$ cat config.mk
export PLATFORM = sky130hd
export DESIGN_NAME = pp_dma_chan
export DESIGN_NICKNAME = d
export VERILOG_FILES = /design/src/rtl/ppdma_pkg.sv /design/src/rtl/pp_dma_mover.sv /design/src/rtl/pp_dma_seq.sv /design/src/rtl/pp_dma_regs.sv /design/src/rtl/pp_dma_chan.sv
export SDC_FILE = /design/constraint.sdc
export NUM_CORES = 1
export LEC_CHECK = 0
export ABC_AREA = 0
export ABC_CLOCK_PERIOD_IN_PS = 2300
export BUFFER_PORTS_ARGS = -buffer_cell sky130_fd_sc_hd__buf_2
export CAP_MARGIN = 10
export CORE_ASPECT_RATIO = 1.25
export CORE_UTILIZATION = 52
export DETAILED_ROUTE_END_ITERATION = 8
export PLACE_DENSITY = 0.78
export SLEW_MARGIN = 25
export SYNTH_ARGS = -nofsm -noshare
export SYNTH_HDL_FRONTEND = slang
export SYNTH_HIERARCHICAL = 1
export SYNTH_SLANG_ARGS = --single-unit
export TNS_END_PERCENT = 100
$ cat constraint.sdc
create_clock -name clk -period 2.3 [get_ports clk]
set_input_delay 0.23 -clock clk [delete_from_list [all_inputs] [get_ports clk]]
set_output_delay 0.23 -clock clk [all_outputs]
set_load 0.02 [all_outputs]
$ cat src/rtl/ppdma_pkg.sv
package ppdma_pkg;

    typedef enum logic [1:0] {
        CH_IDLE  = 2'd0,
        CH_STALL = 2'd1,
        CH_ON    = 2'd2,
        CH_NEXT  = 2'd3
    } ch_state_e;

    typedef enum logic [1:0] {
        MV_IDLE = 2'd0,
        MV_READ = 2'd1,
        MV_PUSH = 2'd2
    } mv_state_e;

    localparam logic [7:0] OFS_CTRL  = 8'h00;
    localparam logic [7:0] OFS_EVT   = 8'h04;
    localparam logic [7:0] OFS_ALLOC = 8'h08;
    localparam logic [7:0] OFS_STAT  = 8'h0C;
    localparam logic [7:0] OFS_CNT0  = 8'h20;
    localparam logic [7:0] OFS_BASE0 = 8'h24;
    localparam logic [7:0] OFS_CNT1  = 8'h30;
    localparam logic [7:0] OFS_BASE1 = 8'h34;

    localparam int CB_STALL_IE = 0;
    localparam int CB_NFB_IE   = 1;
    localparam int CB_ERR_IE   = 3;
    localparam int CB_EN       = 4;
    localparam int CB_SPARE    = 6;

    localparam logic [31:0] CTRL_KEEP = 32'h0000_005B;

    typedef struct packed {
        logic err;
        logic nfb;
        logic stall;
    } evt_t;

    function automatic logic [31:0] evt_word(evt_t e);
        return {28'd0, e.err, 1'b0, e.nfb, e.stall};
    endfunction

    function automatic logic [31:0] stat_word(ch_state_e s);
        return {26'd0, s, 4'd0};
    endfunction

endpackage

$ cat src/rtl/pp_dma_mover.sv
module pp_dma_mover
    import ppdma_pkg::*;
#(
    parameter int DATA_W = 8
) (
    input  logic              clk,
    input  logic              rst,
    input  logic              have_bytes,
    input  logic              per_req,
    input  logic              mem_ack,
    input  logic              mem_err,
    input  logic [DATA_W-1:0] mem_rdata,
    output logic              mem_req,
    output logic              per_ack,
    output logic [DATA_W-1:0] per_data,
    output logic              byte_done,
    output logic              idle,
    output logic              err_evt
);

    mv_state_e          st;
    logic [DATA_W-1:0]  hold_q;

    always_ff @(posedge clk) begin
        if (rst) begin
            st     <= MV_IDLE;
            hold_q <= '0;
        end else begin
            unique case (st)
                MV_IDLE: if (have_bytes && per_req) st <= MV_READ;
                MV_READ: if (mem_ack) begin
                    hold_q <= mem_rdata;
                    st     <= MV_PUSH;
                end
                MV_PUSH: st <= MV_IDLE;
                default: st <= MV_IDLE;
            endcase
        end
    end

    assign mem_req   = (st == MV_READ);
    assign per_ack   = (st == MV_PUSH);
    assign per_data  = hold_q;
    assign byte_done = per_ack;
    assign idle      = (st == MV_IDLE);
    assign err_evt   = mem_req && mem_ack && mem_err;


    req_hold_chk: assert property (@(posedge clk) disable iff (rst)
        (mem_req && !mem_ack) |=> mem_req);


    ack_pulse_chk: assert property (@(posedge clk) disable iff (rst)
        per_ack |=> !per_ack);


    req_gate_chk: assert property (@(posedge clk) disable iff (rst)
        $rose(mem_req) |-> $past(per_req));

endmodule

$ cat src/rtl/pp_dma_seq.sv
module pp_dma_seq
    import ppdma_pkg::*;
#(
    parameter int ADDR_W = 32,
    parameter int CNT_W  = 16
) (
    input  logic                   clk,
    input  logic                   rst,
    input  logic                   en,
    input  logic [1:0]             wr_cnt,
    input  logic [1:0]             wr_base,
    input  logic [31:0]            wdata,
    input  logic                   byte_done,
    input  logic                   mover_idle,
    output logic [1:0][CNT_W-1:0]  cnt_rb,
    output logic [1:0][ADDR_W-1:0] base_rb,
    output logic [ADDR_W-1:0]      cur_addr,
    output logic                   have_bytes,
    output ch_state_e              state,
    output logic                   nfb_evt,
    output logic                   stall_evt
);

    logic [1:0][CNT_W-1:0]  cnt_q;
    logic [1:0][ADDR_W-1:0] base_q;
    logic [1:0]             vld_q;
    logic                   cur_q;
    logic                   active_q;
    logic                   drain_q;
    logic [ADDR_W-1:0]      addr_q;
    logic [CNT_W-1:0]       rem_q;

    logic other;
    logic finish;
    logic advance;

    assign other   = ~cur_q;
    assign finish  = active_q && (rem_q == '0) && mover_idle;
    assign advance = finish && en && vld_q[other];

    assign nfb_evt    = advance;
    assign stall_evt  = finish && en && !vld_q[other];
    assign have_bytes = active_q && (rem_q != '0);
    assign cur_addr   = addr_q;
    assign cnt_rb     = cnt_q;
    assign base_rb    = base_q;

    always_comb begin
        if (active_q)
            state = vld_q[other] ? CH_NEXT : CH_ON;
        else if (en || drain_q)
            state = CH_STALL;
        else
            state = CH_IDLE;
    end

    always_ff @(posedge clk) begin
        if (rst) begin
            cnt_q    <= '0;
            base_q   <= '0;
            vld_q    <= '0;
            cur_q    <= 1'b0;
            active_q <= 1'b0;
            drain_q  <= 1'b0;
            addr_q   <= '0;
            rem_q    <= '0;
        end else begin
            drain_q <= 1'b0;
            if (!active_q) begin
                if (en && vld_q[cur_q]) begin
                    active_q <= 1'b1;
                    addr_q   <= base_q[cur_q];
                    rem_q    <= cnt_q[cur_q];
                end else if (en && vld_q[other]) begin
                    active_q <= 1'b1;
                    cur_q    <= other;
                    addr_q   <= base_q[other];
                    rem_q    <= cnt_q[other];
                end
            end else if (byte_done) begin
                addr_q <= addr_q + 1'b1;
                rem_q  <= rem_q - 1'b1;
            end else if (finish) begin
                vld_q[cur_q] <= 1'b0;
                if (advance) begin
                    cur_q  <= other;
                    addr_q <= base_q[other];
                    rem_q  <= cnt_q[other];
                end else begin
                    active_q <= 1'b0;
                    drain_q  <= !en;
                end
            end
            for (int b = 0; b < 2; b++) begin
                if (wr_cnt[b])
                    cnt_q[b] <= wdata[CNT_W-1:0];
                if (wr_base[b]) begin
                    base_q[b] <= wdata[ADDR_W-1:0];
                    vld_q[b]  <= 1'b1;
                end
            end
        end
    end


    byte_in_buf_chk: assert property (@(posedge clk) disable iff (rst)
        byte_done |-> active_q);


    buf_flip_chk: assert property (@(posedge clk) disable iff (rst)
        advance |=> (cur_q != $past(cur_q)));

endmodule

$ cat src/rtl/pp_dma_regs.sv
module pp_dma_regs
    import ppdma_pkg::*;
#(
    parameter int ADDR_W = 32,
    parameter int CNT_W  = 16,
    parameter int SEL_W  = 4
) (
    input  logic                   clk,
    input  logic                   rst,
    input  logic                   reg_we,
    input  logic [7:0]             reg_addr,
    input  logic [31:0]            reg_wdata,
    output logic [31:0]            reg_rdata,
    input  ch_state_e              state,
    input  logic [1:0][CNT_W-1:0]  cnt_rb,
    input  logic [1:0][ADDR_W-1:0] base_rb,
    input  evt_t                   evt_set,
    output logic                   en,
    output logic [SEL_W-1:0]       per_sel,
    output logic [1:0]             wr_cnt,
    output logic [1:0]             wr_base,
    output logic                   irq
);

    logic [31:0]      ctrl_q;
    logic [SEL_W-1:0] alloc_q;
    evt_t             flags_q;
    logic             evt_wr;

    assign evt_wr     = reg_we && (reg_addr == OFS_EVT);
    assign wr_cnt[0]  = reg_we && (reg_addr == OFS_CNT0);
    assign wr_cnt[1]  = reg_we && (reg_addr == OFS_CNT1);
    assign wr_base[0] = reg_we && (reg_addr == OFS_BASE0);
    assign wr_base[1] = reg_we && (reg_addr == OFS_BASE1);

    always_ff @(posedge clk) begin
        if (rst) begin
            ctrl_q  <= '0;
            alloc_q <= '0;
            flags_q <= '0;
        end else begin
            if (reg_we && (reg_addr == OFS_CTRL))
                ctrl_q <= reg_wdata & CTRL_KEEP;
            if (reg_we && (reg_addr == OFS_ALLOC))
                alloc_q <= reg_wdata[SEL_W-1:0];
            flags_q.stall <= evt_set.stall | (flags_q.stall & !(evt_wr && reg_wdata[0]));
            flags_q.nfb   <= evt_set.nfb   | (flags_q.nfb   & !(evt_wr && reg_wdata[1]));
            flags_q.err   <= evt_set.err   | (flags_q.err   & !evt_wr);
        end
    end

    assign en      = ctrl_q[CB_EN];
    assign per_sel = alloc_q;
    assign irq     = (flags_q.stall && ctrl_q[CB_STALL_IE])
                   | (flags_q.nfb   && ctrl_q[CB_NFB_IE])
                   | (flags_q.err   && ctrl_q[CB_ERR_IE]);

    always_comb begin
        unique case (reg_addr)
            OFS_CTRL:  reg_rdata = ctrl_q;
            OFS_EVT:   reg_rdata = evt_word(flags_q);
            OFS_ALLOC: reg_rdata = 32'(alloc_q);
            OFS_STAT:  reg_rdata = stat_word(state);
            OFS_CNT0:  reg_rdata = 32'(cnt_rb[0]);
            OFS_BASE0: reg_rdata = 32'(base_rb[0]);
            OFS_CNT1:  reg_rdata = 32'(cnt_rb[1]);
            OFS_BASE1: reg_rdata = 32'(base_rb[1]);
            default:   reg_rdata = '0;
        endcase
    end


    nfb_clr_chk: assert property (@(posedge clk) disable iff (rst)
        (evt_wr && reg_wdata[1] && !evt_set.nfb) |=> !flags_q.nfb);

endmodule

$ cat src/rtl/pp_dma_chan.sv
module pp_dma_chan
    import ppdma_pkg::*;
#(
    parameter int ADDR_W = 32,
    parameter int CNT_W  = 16,
    parameter int SEL_W  = 4,
    parameter int DATA_W = 8
) (
    input  logic              clk,
    input  logic              rst,
    input  logic              reg_we,
    input  logic [7:0]        reg_addr,
    input  logic [31:0]       reg_wdata,
    output logic [31:0]       reg_rdata,
    output logic              irq,
    output logic              mem_req,
    output logic [ADDR_W-1:0] mem_addr,
    input  logic              mem_ack,
    input  logic [DATA_W-1:0] mem_rdata,
    input  logic              mem_err,
    output logic [SEL_W-1:0]  per_sel,
    input  logic              per_req,
    output logic              per_ack,
    output logic [DATA_W-1:0] per_data
);

    logic                   en;
    logic [1:0]             wr_cnt;
    logic [1:0]             wr_base;
    logic [1:0][CNT_W-1:0]  cnt_rb;
    logic [1:0][ADDR_W-1:0] base_rb;
    logic                   have_bytes;
    logic                   byte_done;
    logic                   mover_idle;
    ch_state_e              state;
    evt_t                   evt_set;

    pp_dma_regs #(.ADDR_W(ADDR_W), .CNT_W(CNT_W), .SEL_W(SEL_W)) u_regs (
        .clk(clk), .rst(rst),
        .reg_we(reg_we), .reg_addr(reg_addr), .reg_wdata(reg_wdata), .reg_rdata(reg_rdata),
        .state(state), .cnt_rb(cnt_rb), .base_rb(base_rb), .evt_set(evt_set),
        .en(en), .per_sel(per_sel), .wr_cnt(wr_cnt), .wr_base(wr_base), .irq(irq)
    );

    pp_dma_seq #(.ADDR_W(ADDR_W), .CNT_W(CNT_W)) u_seq (
        .clk(clk), .rst(rst), .en(en),
        .wr_cnt(wr_cnt), .wr_base(wr_base), .wdata(reg_wdata),
        .byte_done(byte_done), .mover_idle(mover_idle),
        .cnt_rb(cnt_rb), .base_rb(base_rb), .cur_addr(mem_addr),
        .have_bytes(have_bytes), .state(state),
        .nfb_evt(evt_set.nfb), .stall_evt(evt_set.stall)
    );

    pp_dma_mover #(.DATA_W(DATA_W)) u_mover (
        .clk(clk), .rst(rst),
        .have_bytes(have_bytes), .per_req(per_req),
        .mem_ack(mem_ack), .mem_err(mem_err), .mem_rdata(mem_rdata),
        .mem_req(mem_req), .per_ack(per_ack), .per_data(per_data),
        .byte_done(byte_done), .idle(mover_idle), .err_evt(evt_set.err)
    );

endmodule

==> reports/metrics.yaml, run 1 <==
synthesis:
  yosysWarnings: 6
  synth.distinct_cells: 77
  synth-seq-cells: 171
  synthTopCellsByArea: "dfxtp_1, mux2i_1, nor2_1, a21oi_1, o21ai_0"
  synth_area_leader_cell: "dfxtp_1"
  synth-edff-count: 0
  syn_area_per_cell_um2: 8.78
  synth_cells: 1051
  syn_nets: 1108
  synth_ff_type: "dfxtp_1"
  seq_area_frac_synth_pct: 37.1
  synth_top_cell_area_share_pct: 37.1
  synth-async-reset-ratio_pct: 0
  synthesis.area_mm2: 0.00923
routing:
  num_vias: 8696
  wire_per_inst_um: 19.3
  firstDrtPassIters: 5
  drc: 0
  initialDrtViolationCount: 981
  wl_mm: 26.9
  vias_per_cell: 6.22
  drtAntennaViolNets: 0
clock_network:
  cts_tree: "done"
  cts_buffer_depth: 2
  ctsHoldBuffers: 0
  cts_sinks: 171
  htreeDepth: 4
  clk_latency_ns: 0.44
  root_buffer: "clkbuf_16"
  path_clk_slew_ns: 0.07
  numCtsBuffers: 17
power_and_ir_drop:
  p_per_area_mw_per_mm2: 564
  power_frac_seq_pct: 48.9
  leakage_nw: 4.02
  comb_power_share_pct: 3.6
  vdd_drop_max_uv: 468
  p_int_mw: 4.67
  p_switching_mw: 1.39
  switching_share_pct: 22.9
  clkPwrFrac_pct: 47.5
grt:
  grt-ovfl-total: 0
  grt_start_max_net_pins: 91
  grt-busiest-layer: "met2"
  grt_use_met2_pct: 50.7
  grt_pass1_vias: 8282
  grt_use_met3_pct: 4.67
  grt_pass1_wl_mm: 42.3
  grtUsageTotal_pct: 29.6
  antenna_found_initial: 0
  use_met1_pct: 35.6
floorplanning:
  coreArea_mm2: 0.0174
  die_area_mm2: 0.0183
  dieHeight_um: 151
  die_w_um: 121
  start_util_pct: 53.0
  rows: 54
  pin_count: 133
sta:
  fmax_mhz: 451
  holdWs_ns: 0.0382
  final.setup.tns_ns: 0
  rsz0062_at_grt: "no"
  slew_headroom_pct: 62.4
  period_needed_ns: 2.22
  finalHoldViolCount: 0
  finalSetupViolations: 0
  tightest_slew_ns: 0.564
  finalWorstSetupSlack_ns: 0.0825
  period_share_pct: 96.4
  fin_worst_skew_ns: 0.0151
  drv_slew: 0
critical_path:
  rr_worst_depth: 7
  cp-end-kind: "register"
  worstSetupPathType: "register to register"
  worstPathRequired_ns: 2.58
  critPathArrivalTime_ns: 2.50
  start_kind: "register"
  path_max_fanout: 11
job:
  maxCapViolCount: 0
cells_and_area:
  final_util_pct: 61.6
  drive_gt1_share_pct: 21.1
  areaGrowthSynthToFinish_pct: 16.2
  diodes: 0
  num-nets-final: 1218
  fin_area_mm2: 0.0107
place:
  post_dp_cell_area_mm2: 0.0101
  post-place-ws_ns: 0.116
  dpl.hpwl_mm: 18.4
  io_buffers: 132
  place_congestion: 0.953
status:
  outcome: "finished, final reports clean"
min_path:
  hold_path_depth: 3
  min_path_type: "input pin to register"
per-layer routing:
layer | part of all wire [%] | vias up
met5 | 0 | -
met4 | 3.6 | 0
met3 | 5.1 | 72
met2 | 49 | 341
met1 | 42 | 4198
li1 | - | 4085
logic make-up after synthesis:
group	Yosys count	share of synthesized area, %
mux	141	15.5
fa+ha+maj	3	0.407
simple gates	353	20.0
xor+xnor	2	0.190
compound gates	277	20.8
flops	171	37.1
buf+inv	104	6.03
worst max-delay path, stage by stage, from the launching register on:
cell and delay [ns]:
dfxtp_1 0.41, inv_1 0.09, ha_1 0.21, nor4b_2 0.15, and4_1 0.33, a21o_1 0.25, nand2b_1 0.43, o32ai_1 0.18
final cells by class:
type	instances	area, um^2
Multi-Input combinational cell	776	5270
Inverter	19	71.3
Clock buffer	19	443
Tap cell	224	280
Timing Repair Buffer	176	1090
Sequential cell	171	3430
Clock inverter	13	144
Fill cell	1517	6700
flip-flops by register name, indices dropped and copies added (netlist names):
name	cells
u_seq/base_rb	64
u_seq/cnt_rb	32
u_seq/cur_addr	32
u_seq/rem_q	16
u_mover/per_data	8
u_regs/ctrl_q	5
u_regs/per_sel	4
u_regs/flags_q	3
u_mover/st	2
u_seq/vld_q	2
u_seq/active_q	1
u_seq/cur_q	1
u_seq/drain_q	1
Yosys cell counts, drive strengths merged (4+ instances only):
master	n
or3	5
buf	49
a21oi	67
and2	12
a221o	16
o31ai	4
a31oi	14
a32oi	6
mux2	8
nand4	13
a211oi	7
a222oi	6
nor2b	8
nand2	41
mux2i	132
a21o	20
o22ai	5
clkbuf	36
nor4	12
o32ai	7
o211ai	4
a221oi	8
dfxtp	171
a22oi	23
o21ai	46
nor2	165
and4	5
a22o	25
nand3	22
inv	19
o21a	4
nor3	20
and3	13
nand2b	19
worst paths after layout:
| kind | endpoint | slack [ns] | from |
|---|---|---|---|
| worst max register to register | u_seq/cur_addr[30] | 0.08 | u_seq/rem_q[0] |
| worst min register to register | u_mover/per_data[3] | 0.48 | u_mover/per_data[3] |
| worst min-delay path | u_seq/base_rb[18] | 0.04 | reg_wdata[18] |
| worst max-delay path | u_seq/cur_addr[30] | 0.08 | u_seq/rem_q[0] |
metrics by stage:
step           cells  total power, mW
6_report        1398             6.06
4_1_cts         1397             6.09
2_1_floorplan   1051             3.14
5_1_grt         1398             6.23
3_3_place_gp    1365             3.24
3_5_place_dp    1365             3.25
what timing repair did:
action,CTS,global route
resized for setup,1,2
setup endpoints to repair,1,29
hold endpoints to repair,0,0
pin swaps,0,1
setup buffers,0,1
placed cells by master, fill, tap and decap left out, types with 13 or more instances in the layout:
cell type | netlist | layout
dfxtp_1 | 171 | 169
buf_4 | 11 | 37
nand3_1 | 20 | 20
nand2b_1 | 19 | 19
a22o_1 | 25 | 25
nor2_1 | 162 | 162
and3_1 | 13 | 13
a21oi_1 | 66 | 66
a21o_1 | 20 | 20
inv_1 | 19 | 19
o21ai_0 | 44 | 44
a221o_1 | 16 | 16
nand2_1 | 39 | 39
clkbuf_16 | 0 | 17
nor3_1 | 17 | 17
a31oi_1 | 14 | 14
mux2i_1 | 132 | 132
buf_2 | 24 | 131
a22oi_1 | 23 | 23
power by group through the flow:
stage / Clock [mW] / Combinational, mW / Sequential [mW]
floorplan: 0 / 0.105 / 3.03
global placement: 0 / 0.210 / 3.03
detailed placement: 0 / 0.214 / 3.03
CTS: 2.91 / 0.214 / 2.96
global route: 3.04 / 0.231 / 2.96
finish: 2.88 / 0.215 / 2.96
(Power assumes the default switching activity.)
==> inputs of run 2 (changes only) <==
--- a/config.mk
+++ b/config.mk
@@ -7,11 +7,11 @@
 export LEC_CHECK = 0
 export ABC_AREA = 0
 export ABC_CLOCK_PERIOD_IN_PS = 2300
-export BUFFER_PORTS_ARGS = -buffer_cell sky130_fd_sc_hd__buf_2
 export CAP_MARGIN = 10
 export CORE_ASPECT_RATIO = 1.25
-export CORE_UTILIZATION = 52
+export CORE_UTILIZATION = 58
 export DETAILED_ROUTE_END_ITERATION = 8
+export DONT_BUFFER_PORTS = 1
 export PLACE_DENSITY = 0.78
 export SLEW_MARGIN = 25
 export SYNTH_ARGS = -nofsm -noshare
==> run 2 against run 1 <==
Clock power about the same. Die area down 10%. Core utilization up 9.8 points. Combinational power down 29%. Power down 1.3%. Register-to-register slack better by 0.03 ns. Largest cell class unchanged. Critical path depth up 1.
==> reports/metrics.yaml, run 2 (synthesis results as in run 1) <==
floorplanning:
  start_util_pct: 59.3  # was 53.0%
  die_area_mm2: 0.0164  # was 0.0183 mm^2
  rows: 51  # was 54
  pin_count: 133  # unchanged
  die_w_um: 115  # was 121 um
  dieHeight_um: 143  # was 151 um
  coreArea_mm2: 0.0156  # was 0.0174 mm^2
critical_path:
  rr_worst_depth: 8  # was 7
  worstPathRequired_ns: 2.61  # was 2.58 ns
  worstSetupPathType: "input pin to register"  # was register to register
  cp_cell_sequence: "nor4b_4 -> nand2_4 -> nor2_8 -> and2_2 -> buf_4 -> mux2i_1 -> nor2_1 -> dlygate4sd3_1"  # was inv_1 -> ha_1 -> nor4b_2 -> and4_1 -> a21o_1 -> nand2b_1 -> o32ai_1
  critPathArrivalTime_ns: 2.56  # was 2.50 ns
  slowest_stage: "dlygate4sd3_1"  # was nand2b_1
  path_max_fanout: 11  # unchanged
  cp-end-kind: "register"  # unchanged
  max_stage_delay_ns: 0.56  # was 0.43 ns
  start_kind: "input pin"  # was register
cells_and_area:
  drive_gt1_share_pct: 11.5  # was 21.1%
  fill_cells: 1201  # was 1,517
  diodes: 0  # unchanged
  mostFrequentLayoutCells: "dfxtp_1, nor2_1, mux2i_1, dlygate4sd3_1, a21oi_1"  # was dfxtp_1, nor2_1, mux2i_1, buf_2, a21oi_1
  largest_reg_flops: 64  # unchanged
  layout_commonest_cell: "dfxtp_1"  # unchanged
  num-nets-final: 1195  # was 1,218
  areaGrowthSynthToFinish_pct: 20.4  # was 16.2%
routing:
  num_vias: 8905  # was 8,696
  drc: 0  # unchanged
  drtAntennaViolNets: 0  # unchanged
  initialDrtViolationCount: 1021  # was 981
  firstDrtPassIters: 5  # unchanged
  wl_mm: 28.8  # was 26.9 mm
  vias_per_cell: 6.55  # was 6.22
  wire_per_inst_um: 21.2  # was 19.3 um
sta:
  rsz0062_at_grt: "no"  # unchanged
  finalWorstSetupSlack_ns: 0.0518  # was 0.0825 ns
  holdWs_ns: 0.0327  # was 0.0382 ns
  finalSetupViolations: 0  # unchanged
  period_needed_ns: 2.25  # was 2.22 ns
  period_share_pct: 97.7  # was 96.4%
  drv_slew: 0  # unchanged
  fin_worst_skew_ns: 0.0105  # was 0.0151 ns
  finalHoldViolCount: 0  # unchanged
  final.setup.tns_ns: 0  # unchanged
  fmax_mhz: 445  # was 451 MHz
  tightest_slew_ns: 0.784  # was 0.564 ns
  slew_headroom_pct: 47.7  # was 62.4%
grt:
  grt_pass1_vias: 8645  # was 8,282
  grt_start_max_net_pins: 118  # was 91
  grt_pass1_wl_mm: 44.6  # was 42.3 mm
  grtUsageTotal_pct: 35.0  # was 29.6%
  antenna_found_initial: 0  # unchanged
  grt-ovfl-total: 0  # unchanged
job:
  maxCapViolCount: 0  # unchanged
power_and_ir_drop:
  leakage_nw: 4.02  # about the same
  report.power.total_mw: 5.98  # was 6.06 mW
  vdd_drop_max_uv: 454  # was 468 uV
  p_per_area_mw_per_mm2: 538  # was 564 mW/mm^2
clock_network:
  cts_tree: "done"  # unchanged
  htreeDepth: 4  # unchanged
  cts_buffer_depth: 2  # unchanged
  numCtsBuffers: 17  # unchanged
  clk_latency_ns: 0.43  # was 0.44 ns
  cts_sinks: 171  # unchanged
  path_clk_slew_ns: 0.06  # was 0.07 ns
  root_buffer: "clkbuf_16"  # unchanged
place:
  io_buffers: 0  # was 132
  place_congestion: 0.925  # was 0.953
  post-place-ws_ns: 0.133  # was 0.116 ns
  dpl.hpwl_mm: 17.5  # was 18.4 mm
status:
  outcome: "finished, final reports clean"  # unchanged
min_path:
  hold_path_depth: 2  # was 3
  min_path_type: "input pin to register"  # unchanged
[run 2: routing by layer]
layer  track usage (%)  part of all wire [%]  vias to the layer above
met5                 0                     0                        -
met4              21.1                   4.8                        0
met3              9.08                   9.1                      113
met2              58.5                    48                      519
met1              39.9                    38                     4235
li1                  -                     -                     4038
[run 2: what timing repair did]
action / in CTS / in global routing
resized for setup: 1 / 11
pin swaps: 0 / 1
buffers inserted: 0 / 1
endpoints found under the hold margin: 171 / 0
hold buffers: 93 / 0
setup endpoints to repair: 1 / 18
[run 2: path summary, 6_finish.rpt]
kind	start	end	slack (ns)
max	reg_addr[4]	u_seq/base_rb[2]	0.05
min	reg_wdata[4]	u_regs/ctrl_q[4]	0.03
min reg2reg	u_seq/rem_q[6]	u_seq/rem_q[6]	0.51
max reg2reg	u_seq/rem_q[0]	u_seq/active_q	0.11
[run 2: area by class of cell]
cell class              count  area (um^2)  area share [%]
inverters                  19         71.3           0.642
clock inverters             8          123            1.10
repair buffers            153         1480            13.3
clock buffers              20          447            4.02
multi-input cells         776         5310            47.7
flip-flops and latches    171         3420            30.8
well taps                 212          265            2.39
[run 2: per-stage QoR]
stage | util (%) | cell area, um^2 | instances
final | 71.4 | 11100 | 1359
after global routing | 71.4 | 11100 | 1359
after CTS | 71.1 | 11100 | 1358
after detailed placement | 61.4 | 9550 | 1237
after global placement | 61.4 | 9550 | 1237
after floorplan | - | 9240 | 1051
[run 2: power breakdown]
part           switching [mW]  total, mW  internal (mW)
Clock                    1.16       2.86           1.71
Sequential            0.00239       2.97           2.96
Combinational          0.0761      0.152         0.0754
[run 2: critical path, delay by kind of cell]
family / cells / cell delay (ns)
mux: 1 / 0.28
buf+inv: 2 / 0.83
simple gates: 5 / 1.20
==> inputs of run 3 (changes only) <==
--- a/config.mk
+++ b/config.mk
@@ -9,13 +9,14 @@
 export ABC_CLOCK_PERIOD_IN_PS = 2300
 export CAP_MARGIN = 10
 export CORE_ASPECT_RATIO = 1.25
+export CORE_MARGIN = 2
 export CORE_UTILIZATION = 58
 export DETAILED_ROUTE_END_ITERATION = 8
 export DONT_BUFFER_PORTS = 1
 export PLACE_DENSITY = 0.78
+export REMOVE_ABC_BUFFERS = 1
 export SLEW_MARGIN = 25
 export SYNTH_ARGS = -nofsm -noshare
 export SYNTH_HDL_FRONTEND = slang
-export SYNTH_HIERARCHICAL = 1
 export SYNTH_SLANG_ARGS = --single-unit
 export TNS_END_PERCENT = 100
==> run 3 against run 2 <==
Worst setup slack gained 0.0084 ns. Via count increased by 18%. Routed wire length up 12%. Sequential share of layout area shrank 0.97 points. Sequential power barely moved. Clock power about the same.
==> reports/metrics.yaml, run 3 <==
synthesis:
  synth-seq-cells: 171  # unchanged
  yosysMostFrequentCell: "nand2_1"  # was dfxtp_1
  synth_top_family_by_area: "compound AO/OA/AOI/OAI gates"  # unchanged
  synth_top_cell_area_share_pct: 37.4  # was 37.1%
  seq_area_frac_synth_pct: 37.4  # was 37.1%
  synthXorXnorAreaFrac_pct: 0.574  # was 0.190%
  synth_common_cells: "nand2_1, dfxtp_1, a21oi_1, clkbuf_1, nand3_1"  # was dfxtp_1, nor2_1, mux2i_1, a21oi_1, o21ai_0
  synthAdderAreaFrac_pct: 0.410  # was 0.407%
  synthTopCellsByArea: "dfxtp_1, nand2_1, a21oi_1, a221oi_1, nand3_1"  # was dfxtp_1, mux2i_1, nor2_1, a21oi_1, o21ai_0
  yosysWarnings: 0  # was 6
  syn_area_per_cell_um2: 7.69  # was 8.78 um^2
  synth_area_leader_cell: "dfxtp_1"  # unchanged
  synth-async-reset-ratio_pct: 0  # unchanged
  synthMuxAreaShare_pct: 2.13  # was 15.5%
  synthesis.area_mm2: 0.00916  # was 0.00923 mm^2
  synth_cells: 1191  # was 1,051
  synth-simple-area-share_pct: 22.4  # was 20.0%
  synth-edff-count: 0  # unchanged
  synth.distinct_cells: 67  # was 77
  synth_ff_type: "dfxtp_1"  # unchanged
  synth-compound-area-share_pct: 31.7  # was 20.8%
place:
  dpl.hpwl_mm: 19.0  # was 17.5 mm
  post-place-ws_ns: 0.00881  # was 0.133 ns
  place_congestion: 0.915  # was 0.925
  io_buffers: 0  # unchanged
floorplanning:
  die_area_mm2: 0.0168  # was 0.0164 mm^2
  start_util_pct: 59.1  # was 59.3%
  coreArea_mm2: 0.0155  # was 0.0156 mm^2
  rows: 51  # unchanged
  dieHeight_um: 145  # was 143 um
  pin_count: 133  # unchanged
  die_w_um: 116  # was 115 um
power_and_ir_drop:
  p_per_area_mw_per_mm2: 517  # was 538 mW/mm^2
  report.power.total_mw: 5.93  # was 5.98 mW
  switching_share_pct: 21.5  # was 20.6%
  p_switching_mw: 1.27  # was 1.23 mW
  p_int_mw: 4.66  # was 4.75 mW
  comb_power_share_pct: 2.2  # was 2.5%
  power_frac_seq_pct: 50.0  # was 49.6%
  leakage_nw: 3.90  # was 4.02 nW
  clkPwrFrac_pct: 47.8  # was 47.9%
  vdd_drop_max_uv: 466  # was 454 uV
critical_path:
  start_kind: "register"  # was input pin
  slowest_stage: "or4_4"  # was dlygate4sd3_1
  max_stage_delay_ns: 0.57  # was 0.56 ns
  worstPathRequired_ns: 2.63  # was 2.61 ns
  cp_cell_sequence: "or4_4 -> nor4_4 -> buf_6 -> buf_4 -> a31o_4 -> buf_4 -> nand2_1 -> a32o_1"  # was nor4b_4 -> nand2_4 -> nor2_8 -> and2_2 -> buf_4 -> mux2i_1 -> nor2_1 -> dlygate4sd3_1
  rr_worst_depth: 8  # unchanged
  worstSetupPathType: "register to register"  # was input pin to register
  cp-end-kind: "register"  # unchanged
  critPathArrivalTime_ns: 2.57  # was 2.56 ns
  path_max_fanout: 7  # was 11
  crit_top_cell: "buf_4"
grt:
  grt-ovfl-total: 0  # unchanged
  grt_start_max_net_pins: 110  # was 118
  antenna_found_initial: 0  # unchanged
  grtUsageTotal_pct: 38.1  # was 35.0%
  grt_pass1_wl_mm: 50.7  # was 44.6 mm
  grt_pass1_vias: 10200  # was 8,645
cells_and_area:
  mostFrequentLayoutCells: "nand2_1, dfxtp_1, a21oi_1, dlygate4sd3_1, buf_4"  # was dfxtp_1, nor2_1, mux2i_1, dlygate4sd3_1, a21oi_1
  final-seq-area_mm2: 0.00342  # unchanged
  layout_commonest_cell: "nand2_1"  # was dfxtp_1
  fill_cells: 1189  # was 1,201
  diodes: 0  # unchanged
  areaGrowthSynthToFinish_pct: 25.3  # was 20.4%
  drive_gt1_share_pct: 12.7  # was 11.5%
  largest_reg_flops: 64  # unchanged
  multi_input_area_mm2: 0.00533  # was 0.00531 mm^2
  num-nets-final: 1347  # was 1,195
clock_network:
  clk_latency_ns: 0.43  # about the same
  htreeDepth: 4  # unchanged
  path_clk_slew_ns: 0.06  # about the same
  cts_sinks: 171  # unchanged
  cts_tree: "done"  # unchanged
  cts_buffer_depth: 2  # unchanged
  numCtsBuffers: 17  # unchanged
  root_buffer: "clkbuf_16"  # unchanged
min_path:
  min_path_type: "input pin to register"  # unchanged
  hold_path_depth: 2  # unchanged
routing:
  vias_per_cell: 6.93  # was 6.55
  num_vias: 10500  # was 8,905
  firstDrtPassIters: 8  # was 5
  drtAntennaViolNets: 0  # unchanged
  drc: 0  # unchanged
  wire_per_inst_um: 21.4  # was 21.2 um
  wl_mm: 32.3  # was 28.8 mm
  initialDrtViolationCount: 1340  # was 1,021
sta:
  finalSetupViolations: 0  # unchanged
  fmax_mhz: 446  # was 445 MHz
  finalHoldViolCount: 0  # unchanged
  finalWorstSetupSlack_ns: 0.0602  # was 0.0518 ns
  tightest_slew_ns: 0.628  # was 0.784 ns
  period_needed_ns: 2.24  # was 2.25 ns
  slew_headroom_pct: 58.0  # was 47.7%
  drv_slew: 0  # unchanged
  period_share_pct: 97.4  # was 97.7%
  fin_worst_skew_ns: 0.00685  # was 0.0105 ns
job:
  maxCapViolCount: 0  # unchanged
status:
  outcome: "finished, final reports clean"  # unchanged
==> run 3: cell count changes after synthesis, sizes merged, moves of 47 or more <==
cell and change:
a21oi +89, a221oi +47, clkbuf +57, mux2i -126, nand2 +187, nand3 +52, nor2 -129
==> run 3: final timing paths <==
kind                           from                end  slack (ns)
setup / recovery     u_seq.rem_q[7]  u_seq.cur_addr[8]        0.06
hold / removal              per_req      u_mover.st[0]        0.02
setup reg to reg     u_seq.rem_q[7]  u_seq.cur_addr[8]        0.06
hold reg to reg   u_seq.base_rb[16]  u_seq.base_rb[16]        0.48
==> run 3: routing by layer <==
| metal | vias to the layer above | global-route usage [%] | wire length, um |
|---|---|---|---|
| li1 | 4684 | - | - |
| met4 | 0 | 20.2 | 1200 |
| met5 | - | 0 | 0 |
| met3 | 130 | 9.81 | 3490 |
| met2 | 717 | 62.5 | 15700 |
| met1 | 4949 | 45.5 | 11900 |
==> run 3: power by group through the flow <==
stage | Clock [mW] | Sequential [mW] | Combinational [mW]
after global placement | 0 | 3.03 | 0.0281
after CTS | 2.83 | 2.97 | 0.127
final | 2.84 | 2.97 | 0.132
after global routing | 2.97 | 2.96 | 0.138
after detailed placement | 0 | 3.03 | 0.0284
after floorplan | 0 | 3.03 | 0.0193
==> run 3: logic make-up after synthesis <==
kind of cell             count (synthesis)
AND/OR/NAND/NOR                        437
multiplexers                            18
flip-flops                             171
adder cells (fa/ha/maj)                  3
AO/OA/AOI/OAI                          429
XOR/XNOR                                 6
buffers and inverters                  127
==> run 3: layout make-up <==
| cell class | instances | share of cell area [%] |
|---|---|---|
| sequential | 171 | 29.8 |
| timing repair buffer | 185 | 15.8 |
| inverter | 21 | 0.687 |
| tap | 212 | 2.31 |
| clock buffer | 22 | 4.04 |
| multi-input combinational | 894 | 46.5 |
| clock inverter | 8 | 0.828 |
==> run 3: per-stage QoR <==
step           std cells  TNS (ns)  hold WS (ns)  cell area [um^2]  util, %
2_1_floorplan       1085   -189.71         0.299              8740        -
3_3_place_gp        1386         0         0.324              9830     63.4
3_5_place_dp        1386         0         0.327              9830     63.4
4_1_cts             1507         0       0.00790             11300     73.0
5_1_grt             1513   -0.0454       0.00939             11500     74.0
6_report            1513         0        0.0156             11500     74.0
==> run 3: critical path, delay by kind of cell (launching register included) <==
kind                   cells  cell delay, ns
AO/OA/AOI/OAI              2            0.46
buffers and inverters      3            0.43
flip-flops                 1            0.31
AND/OR/NAND/NOR            3            0.92
==> run 3: repair_timing <==
action | CTS | global route
endpoints found under the setup margin | 7 | 38
hold endpoints to repair | 157 | 0
pin swaps | 0 | 6
buffers inserted | 1 | 3
hold buffers | 89 | 0
cloned | 1 | 3
gates resized for setup | 1 | 15
